--- src/rtl/tw_pkg.sv ---
`timescale 1ns/1ps
package tw_pkg;

    // 7-bit bus address; the R/W bit is appended on the wire
    localparam logic [6:0] TW_DEV_ADDR = 7'h69;

    typedef enum logic [2:0] {
        ST_IDLE,
        ST_RX,
        ST_RX_ACK,
        ST_TX,
        ST_TX_ACK
    } tw_state_e;

    typedef enum logic [1:0] {
        PH_ADDR,
        PH_CMD,
        PH_CNT,
        PH_DATA
    } tw_phase_e;

    typedef struct packed {
        logic scl_rise;
        logic scl_fall;
        logic start;
        logic stop;
        logic sda;
    } tw_bus_ev_t;

    function automatic logic [7:0] reg_default(input int unsigned k);
        return 8'(32'hC0 + k);
    endfunction

endpackage

--- src/rtl/tw_line_sync.sv ---
`timescale 1ns/1ps
module tw_line_sync
    import tw_pkg::*;
#(
    parameter int STAGES = 2
) (
    input  logic       clk,
    input  logic       rst,
    input  logic       scl_i,
    input  logic       sda_i,
    output logic       scl_lvl,
    output tw_bus_ev_t ev
);

    localparam int NLINES = 2;

    logic [NLINES-1:0] raw;
    logic [STAGES-1:0] chain [NLINES];
    logic              prev  [NLINES];
    logic              cur   [NLINES];

    assign raw = {scl_i, sda_i};

    for (genvar L = 0; L < NLINES; L++) begin : g_line
        always_ff @(posedge clk) begin
            if (rst) begin
                chain[L] <= '1;
                prev[L]  <= 1'b1;
            end else begin
                chain[L] <= {chain[L][STAGES-2:0], raw[L]};
                prev[L]  <= chain[L][STAGES-1];
            end
        end
        assign cur[L] = chain[L][STAGES-1];
    end

    // index 1 = clock line, index 0 = data line
    assign scl_lvl     = cur[1];
    assign ev.scl_rise = cur[1] & ~prev[1];
    assign ev.scl_fall = ~cur[1] & prev[1];
    assign ev.start    = cur[1] & prev[1] & prev[0] & ~cur[0];
    assign ev.stop     = cur[1] & prev[1] & ~prev[0] & cur[0];
    assign ev.sda      = cur[0];

endmodule

--- src/rtl/tw_proto_fsm.sv ---
`timescale 1ns/1ps
module tw_proto_fsm
    import tw_pkg::*;
#(
    parameter int         NUM_REGS = 4,
    parameter int         IDXW     = 3,
    parameter logic [6:0] DEV_ADDR = TW_DEV_ADDR
) (
    input  logic            clk,
    input  logic            rst,
    input  tw_bus_ev_t      ev,
    input  logic [7:0]      rd_data,
    output logic [IDXW-1:0] rd_idx,
    output logic            wr_en,
    output logic [IDXW-1:0] wr_idx,
    output logic [7:0]      wr_data,
    output logic            sda_oe
);

    localparam logic [7:0] WR_BYTE  = {DEV_ADDR, 1'b0};
    localparam logic [7:0] RD_BYTE  = {DEV_ADDR, 1'b1};
    localparam logic [7:0] CNT_BYTE = 8'(NUM_REGS);
    localparam logic [IDXW-1:0] IDX_END = IDXW'(NUM_REGS);

    tw_state_e       state;
    tw_phase_e       phase;
    logic [3:0]      bitcnt;
    logic [7:0]      shreg;
    logic            rd_mode;
    logic [IDXW-1:0] idx;
    logic [IDXW-1:0] idx_next;

    always_comb idx_next = (idx == IDX_END) ? idx : idx + 1'b1;

    always_ff @(posedge clk) begin
        if (rst) begin
            state   <= ST_IDLE;
            phase   <= PH_ADDR;
            bitcnt  <= '0;
            shreg   <= '0;
            rd_mode <= 1'b0;
            idx     <= '0;
            wr_en   <= 1'b0;
            wr_idx  <= '0;
            wr_data <= '0;
        end else begin
            wr_en <= 1'b0;
            if (ev.start) begin
                state  <= ST_RX;
                phase  <= PH_ADDR;
                bitcnt <= '0;
            end else if (ev.stop) begin
                state <= ST_IDLE;
            end else begin
                unique case (state)
                    ST_RX: begin
                        if (ev.scl_rise) begin
                            shreg  <= {shreg[6:0], ev.sda};
                            bitcnt <= bitcnt + 4'd1;
                        end else if (ev.scl_fall && bitcnt == 4'd8) begin
                            bitcnt <= '0;
                            unique case (phase)
                                PH_ADDR: begin
                                    if (shreg == WR_BYTE) begin
                                        rd_mode <= 1'b0;
                                        phase   <= PH_CMD;
                                        state   <= ST_RX_ACK;
                                    end else if (shreg == RD_BYTE) begin
                                        rd_mode <= 1'b1;
                                        state   <= ST_RX_ACK;
                                    end else begin
                                        state <= ST_IDLE;
                                    end
                                end
                                PH_CMD: begin
                                    phase <= PH_CNT;
                                    state <= ST_RX_ACK;
                                end
                                PH_CNT: begin
                                    phase <= PH_DATA;
                                    idx   <= '0;
                                    state <= ST_RX_ACK;
                                end
                                PH_DATA: begin
                                    wr_en   <= 1'b1;
                                    wr_idx  <= idx;
                                    wr_data <= shreg;
                                    idx     <= idx_next;
                                    state   <= ST_RX_ACK;
                                end
                                default: state <= ST_IDLE;
                            endcase
                        end
                    end
                    ST_RX_ACK: begin
                        if (ev.scl_fall) begin
                            bitcnt <= '0;
                            if (rd_mode) begin
                                shreg <= CNT_BYTE;
                                idx   <= '0;
                                state <= ST_TX;
                            end else begin
                                state <= ST_RX;
                            end
                        end
                    end
                    ST_TX: begin
                        if (ev.scl_fall) begin
                            if (bitcnt == 4'd7) begin
                                state <= ST_TX_ACK;
                            end else begin
                                shreg  <= {shreg[6:0], 1'b0};
                                bitcnt <= bitcnt + 4'd1;
                            end
                        end
                    end
                    ST_TX_ACK: begin
                        if (ev.scl_rise && ev.sda) begin
                            state <= ST_IDLE;
                        end else if (ev.scl_fall) begin
                            shreg  <= rd_data;
                            idx    <= idx_next;
                            bitcnt <= '0;
                            state  <= ST_TX;
                        end
                    end
                    default: ;
                endcase
            end
        end
    end

    assign rd_idx = idx;
    assign sda_oe = (state == ST_RX_ACK) || (state == ST_TX && !shreg[7]);

endmodule

--- src/rtl/tw_reg_bank.sv ---
`timescale 1ns/1ps
module tw_reg_bank
    import tw_pkg::*;
#(
    parameter int NUM_REGS = 4,
    parameter int IDXW     = 3
) (
    input  logic                  clk,
    input  logic                  rst,
    input  logic                  wr_en,
    input  logic [IDXW-1:0]       wr_idx,
    input  logic [7:0]            wr_data,
    input  logic [IDXW-1:0]       rd_idx,
    output logic [7:0]            rd_data,
    output logic [NUM_REGS*8-1:0] regs_flat
);

    logic [NUM_REGS-1:0][7:0] regs;

    for (genvar k = 0; k < NUM_REGS; k++) begin : g_reg
        always_ff @(posedge clk) begin
            if (rst)
                regs[k] <= reg_default(k);
            else if (wr_en && wr_idx == IDXW'(k))
                regs[k] <= wr_data;
        end
    end

    always_comb begin
        rd_data = 8'h00;
        for (int k = 0; k < NUM_REGS; k++)
            if (rd_idx == IDXW'(k))
                rd_data = regs[k];
    end

    assign regs_flat = regs;

endmodule

--- src/rtl/ctlbank_twi.sv ---
`timescale 1ns/1ps
module ctlbank_twi
    import tw_pkg::*;
#(
    parameter int         NUM_REGS    = 4,
    parameter int         SYNC_STAGES = 2,
    parameter logic [6:0] DEV_ADDR    = TW_DEV_ADDR
) (
    input  logic                  clk,
    input  logic                  rst,
    input  logic                  scl_i,
    input  logic                  sda_i,
    output logic                  sda_oe,
    output logic [NUM_REGS*8-1:0] reg_q
);

    localparam int IDXW = $clog2(NUM_REGS + 1);

    tw_bus_ev_t      bus_ev;
    logic            scl_lvl;
    logic [7:0]      rd_data;
    logic [IDXW-1:0] rd_idx;
    logic            wr_en;
    logic [IDXW-1:0] wr_idx;
    logic [7:0]      wr_data;

    tw_line_sync #(.STAGES(SYNC_STAGES)) u_sync (
        .clk     (clk),
        .rst     (rst),
        .scl_i   (scl_i),
        .sda_i   (sda_i),
        .scl_lvl (scl_lvl),
        .ev      (bus_ev)
    );

    tw_proto_fsm #(.NUM_REGS(NUM_REGS), .IDXW(IDXW), .DEV_ADDR(DEV_ADDR)) u_fsm (
        .clk     (clk),
        .rst     (rst),
        .ev      (bus_ev),
        .rd_data (rd_data),
        .rd_idx  (rd_idx),
        .wr_en   (wr_en),
        .wr_idx  (wr_idx),
        .wr_data (wr_data),
        .sda_oe  (sda_oe)
    );

    tw_reg_bank #(.NUM_REGS(NUM_REGS), .IDXW(IDXW)) u_bank (
        .clk       (clk),
        .rst       (rst),
        .wr_en     (wr_en),
        .wr_idx    (wr_idx),
        .wr_data   (wr_data),
        .rd_idx    (rd_idx),
        .rd_data   (rd_data),
        .regs_flat (reg_q)
    );

endmodule

--- config.mk ---
export PLATFORM = sky130hd
export DESIGN_NAME = ctlbank_twi
export DESIGN_NICKNAME = d
export VERILOG_FILES = /design/src/rtl/tw_pkg.sv /design/src/rtl/tw_line_sync.sv /design/src/rtl/tw_proto_fsm.sv /design/src/rtl/tw_reg_bank.sv /design/src/rtl/ctlbank_twi.sv
export SDC_FILE = /design/constraint.sdc
export NUM_CORES = 1
export LEC_CHECK = 0
export ABC_AREA = 1
export BUFFER_PORTS_ARGS = -buffer_cell sky130_fd_sc_hd__buf_2
export CORE_MARGIN = 4
export CORE_UTILIZATION = 35
export CTS_CLUSTER_DIAMETER = 50
export CTS_CLUSTER_SIZE = 40
export DETAILED_ROUTE_END_ITERATION = 8
export SKIP_LAST_GASP = 1
export SLEW_MARGIN = 20
export SYNTH_ARGS = -nofsm -noshare
export SYNTH_HDL_FRONTEND = slang
export SYNTH_SLANG_ARGS = --single-unit
--- constraint.sdc ---
create_clock -name clk -period 2.8 [get_ports clk]
set_clock_uncertainty 0.05 [all_clocks]
set_input_delay 0.42 -clock clk [delete_from_list [all_inputs] [get_ports clk]]
set_output_delay 0.42 -clock clk [all_outputs]
set_load 0.005 [all_outputs]
[After elaboration in Yosys (flattened, before gate mapping)]
Memory sizes are Yosys's and may differ from the RTL's.
Index checks and enable logic that the tools add are counted.
Word-level totals
  logic and storage cells: 159
  flip-flop bits (word level): 65
  memories kept: 2
  bits in writable memories: 6
  output and inout port bits: 33
Memories
  u_sync.chain: depth 2, width 2, rd ports 2, clocked after memory_dff 0, write ports 2, line tw_line_sync.sv:18  | logic [STAGES-1:0] chain [NLINES];
  u_sync.prev: depth 2, width 1, rd ports 2, clocked after memory_dff 0, write ports 2, line tw_line_sync.sv:19  | logic prev [NLINES];
Operators by class
  $add $sub $neg: 2
  multiplexer cells: 54
  equal/unequal tests: 38
  bitwise gates (word level): 20
  reduce and logical (&&, ||, !) cells: 29
Operator list (number)
  two-way mux 8 bit: 11
  two-way mux 3 bit: 15
  one-hot mux 8 bit (4 select lines): 1
  two-way mux 4 bit: 6
  AND reduction 7 bit: 3
  AND reduction 10 bit: 2
  == test 3 x 2 -> 1 bit, second input constant: 6
  AND reduction 6 bit: 3
  == test 8 bit, second input constant: 2
  != test 2 x 1 -> 1 bit, second input constant: 8
  != test 4 x 3 -> 1 bit, second input constant: 4
  one-hot mux 4 bit (4 select lines): 1
  one-hot mux 3 bit (2 select lines): 2
  one-hot mux 3 bit (4 select lines): 1
  two-way mux 1 bit: 10
  two-way mux 2 bit: 5
  == test 3 x 1 -> 1 bit, second input constant: 3
  != test 3 x 1 -> 1 bit, second input constant: 3
  inverter 1 bit: 9
  one-hot mux 3 bit (3 select lines): 1
  bitwise AND 1 bit: 7
  logical AND 1 bit: 7
  == test 3 bit, second input constant: 2
  logical NOT 3 bit: 2
  21 further kinds: 29

[Depth between registers and ports, before layout]
  word-level depth: 9
  gate-level depth with buffers: 12

[Modules after synthesis]
A second synthesis with hierarchy kept.
Unflattened totals
  cells, all modules: 579
  area total of the unflattened synthesis: 4007.6 µm²
Modules (own cells, without submodules)
  tw_proto_fsm: area each 2167.1 µm², instances 1, cells an instance 317
  tw_reg_bank: area each 1635.3 µm², instances 1, cells an instance 237
  tw_line_sync: area each 205.2 µm², instances 1, cells an instance 25

[Worst setup path after synthesis]
OpenSTA, ideal clock, no wires.
  kind: register to register
  start point: reg u_fsm.idx[0] (netlist: u_fsm.rd_idx[0])
  end point: reg u_fsm.shreg[2]
  buffers on the path: 1
  cell stages (with the launch flop): 12
  period minus slack after synthesis: 1569 ps
  library setup time: 70 ps
  arrival: 1449 ps
  setup slack: 1231 ps
  required time: 2680 ps
  path through: dfxtp_1 > ha_1 > ha_1 > clkbuf_1 > inv_1 > o21ai_0 > inv_1 > nand2_1 > nand2_1 > nand2_1 > nand2_1 > a21oi_1
Between the ends
  longest elaborated chain between the ends: 8
  elaborated cells on any way between the ends: 11
Ends and longest elaborated chain
  from (decl): line tw_proto_fsm.sv:30  | logic [IDXW-1:0] idx;
  from (signal assigned): line tw_proto_fsm.sv:88  | idx <= idx_next;
  from (signal assigned): line tw_proto_fsm.sv:122  | idx <= idx_next;
  logical NOT 3 bit: line tw_reg_bank.sv:32  | if (rd_idx == IDXW'(k))
  two-way mux 8 bit (3 in a row): line tw_reg_bank.sv:32
  two-way mux 8 bit *: line tw_reg_bank.sv:32
  two-way mux 8 bit *: line tw_proto_fsm.sv:120  | end else if (ev.scl_fall) begin
  two-way mux 8 bit *: line tw_proto_fsm.sv:118  | if (ev.scl_rise && ev.sda) begin
  one-hot mux 8 bit (4 select lines) *: line tw_proto_fsm.sv:55  | unique case (state)
  to (signal assigned): line tw_proto_fsm.sv:58  | shreg <= {shreg[6:0], ev.sda};
  to (signal assigned): line tw_proto_fsm.sv:112  | shreg <= {shreg[6:0], 1'b0};
  to (signal assigned): line tw_proto_fsm.sv:121  | shreg <= rd_data;
  to (decl): line tw_proto_fsm.sv:28  | logic [7:0] shreg;
Mark *: on every way between the ends. The rest lies on a longest branch, timed or not. The select of a mux whose other input is x is not followed.
A chain may end at the register's enable or synchronous reset.

[Worst setup path after layout]
  start point: reg u_fsm.idx[0] (netlist: u_fsm.rd_idx[0])
  end point: reg u_fsm.shreg[5]
Same word-level chain as after synthesis.

==> results.cfg <==
[yosys]
synth_compound_area_share_pct = 16.2
synth_edf_count = 0
synth_top_area_share_pct = 39.3
synth_top_family_by_area = simple AND/OR/NAND/NOR gates
yosys.cell_types.count = 32
synth.area.mux_share_pct = 0
netlist_area_um2 = 3620
async_reset_ff_share_pct = 0
syn_nets = 555
yosys-top-cells-area = dfxtp_1, nand2_1, nor2_1
yosys.area.top_type = dfxtp_1
syn_inst = 539
synth_xor_area_share_pct = 0.242
yosysWarnings = 0
synth-seq-area-share_pct = 39.3
ys_seq_elements = 71
yosys_most_used_dff = dfxtp_1
avgSynthCellArea_um2 = 6.71
synth_fa_ha_area_share_pct = 4.15
synth-simple-area-share_pct = 30.9

[power_and_ir_drop]
vdd_drop_max_uv = 368
power_density_nw_per_um2 = 651
total_leakage_power_nw = 1.91

[placement]
port_buffers = 36
place_area_um2 = 3920
place_hpwl_um = 7140
place.gp.congestion = 0.854

[detailed_routing]
vias = 3430
wl_per_cell_um = 13.0
drt_iter0_drc = 230
via_per_inst = 4.81
drt_first_pass_iters = 4
wl_um = 9290
ant_nets = 0
drc = 0

[global_route]
track_usage_pct = 16.6
gr-total-overflow = 0
antenna_found_initial = 0
grt_pass1_wl_um = 15700
grt_pass1_vias = 3225
grt_max_degree = 56

[timing]
maxSlewHeadroom_pct = 65.4
final_hold_viol_count = 0
drv_slew = 0
period_minus_slack_ns = 1.87
setup_violations = 0
finalCritPeriodShare_pct = 66.7
worstMarginPinSlew_ns = 0.519
rsz0062_at_grt = no
setup_tns_ns = 0
fmax_ghz = 0.536

[clock_tree]
clkTransAtPathRegs_ns = 0.07
cts-buffers-inserted = 9
clockRootBuffer = clkbuf_8
clk_latency_ns = 0.36
cts_tree = built
htree_levels = 3
cts_sinks = 71
cts_setup_buffers = 0
postCtsResizedCells = 0
hold_buffers = 0
clock_path_buffers = 2

[cells_and_area]
finalInstanceArea_um2 = 4090
fillers = 1085
finalNetCount = 592
area_growth_pct = 13.0
diodes = 0
drive_gt1_share_pct = 14.0

[setup_path]
worstPathRequired_ns = 3.04
critPathLaunchType = flop
worstSetupEndpointType = flop
path_class = reg2reg
worst-path-max-fanout = 7
crit_arrival_ns = 2.10

[die]
ios = 37
row_count = 36
start_util_pct = 36.5
die_h_um = 110
core_area_um2 = 9910
dieArea_um2 = 12000
fp.dieW_um = 110

[outcome]
status = finished clean

[min_path]
hold_class = in2reg

[run]
drv_cap = 0
-- sequential cells by signal (all words and copies together), names as in the netlist --
name	flops
u_bank.regs_flat	32
u_fsm.phase	2
u_sync.chain	4
u_fsm.wr_data	8
u_fsm.bitcnt	4
u_fsm.wr_idx	3
u_fsm.rd_mode	1
u_fsm.wr_en	1
u_fsm.shreg	8
u_sync.prev	2
u_fsm.state	3
u_fsm.rd_idx	3
-- synth_stat cells (2+ instances only) --
library cell  instances
nor2_4                3
ha_1                 12
or2_2                 4
o21ai_0              45
nor2_1               78
dfxtp_1              71
o21ai_1              17
o211ai_1              8
nand4_1               5
clkbuf_1              9
buf_2                 2
a21oi_1              35
nand3_1              36
nand2_2               6
inv_2                 7
inv_1                65
nand2_1             121
-- cell type report --
class	count	area, um^2	area share [%]
clock inverter	6	38.8	0.949
timing repair buffer	38	195	4.78
tap	133	166	4.07
inverter	74	280	6.86
sequential	71	1420	34.8
clock buffer	9	124	3.03
multi-input combinational	382	1860	45.5
-- routing by layer --
layer  up-vias  GRT usage (%)  share of wire [%]
met2        92           27.4                 46
met1      1527           21.3                 46
li1       1794              -                  -
met3        17           4.35                5.5
met5         -              0                  0
met4         0           4.72                2.2
-- where the power goes --
part / total (mW) / internal, mW / switching (mW)
clock network: 0.708 / 0.313 / 0.396
registers: 1.15 / 1.07 / 0.0805
logic: 0.799 / 0.257 / 0.542
total: 2.66 / 1.64 / 1.02
-- cell usage in the layout (no fill, tap or decap), types with 2 or more instances in the layout --
master      count
a21oi_1        35
clkbuf_8        9
nand4_1         5
clkinvlp_4      2
buf_4           2
clkinv_2        3
buf_2          36
nor2_1         78
inv_2           7
or2_2           4
o21ai_0        45
ha_1           12
nand2_2         6
dfxtp_1        71
nor2_4          3
o21ai_1        17
nand2_1       121
o211ai_1        8
nand3_1        36
inv_1          65
-- cells by family after synthesis --
family,Yosys count
compound gates,110
xor+xnor,1
fa+ha+maj,12
buf+inv,86
flops,71
simple gates,259
-- final timing paths --
check / from / endpoint / slack [ns] / depth (start not counted)
worst max-delay path: u_fsm.rd_idx[0] / u_fsm.shreg[5] / 0.93 / 12
worst max register to register: u_fsm.rd_idx[0] / u_fsm.shreg[5] / 0.93 / 12
worst min-delay path: sda_i / u_sync.chain[0][0] / 0.20 / 2
worst min register to register: u_sync.chain[1][0] / u_sync.chain[1][1] / 0.36 / 1
-- per-stage QoR --
| stage | total power [mW] | setup WS, ns | hold slack, ns | util, % | std cells |
|---|---|---|---|---|---|
| after global placement | 1.97 | 0.973 | 0.341 | 39.6 | 698 |
| after global routing | 2.87 | 0.685 | 0.191 | 41.2 | 713 |
| final | 2.66 | 0.933 | 0.199 | 41.2 | 713 |
| after detailed placement | 1.98 | 0.917 | 0.348 | 39.6 | 698 |
| after CTS | 2.69 | 0.917 | 0.190 | 41.2 | 713 |
| after floorplan | 1.80 | 1.23 | 0.339 | - | 539 |
-- worst max-delay path, stage by stage (launching register included) --
cell and delay (ns):
dfxtp_1 0.37, inv_1 0.12, ha_1 0.22, inv_1 0.05, nor2_1 0.37, nand3_1 0.11, o21ai_0 0.13, nand2_1 0.08
nand2_1 0.07, nand2_1 0.06, nand2_1 0.06, nor2_1 0.04, nor2_1 0.07
Power figures use the tool's default switching activity.
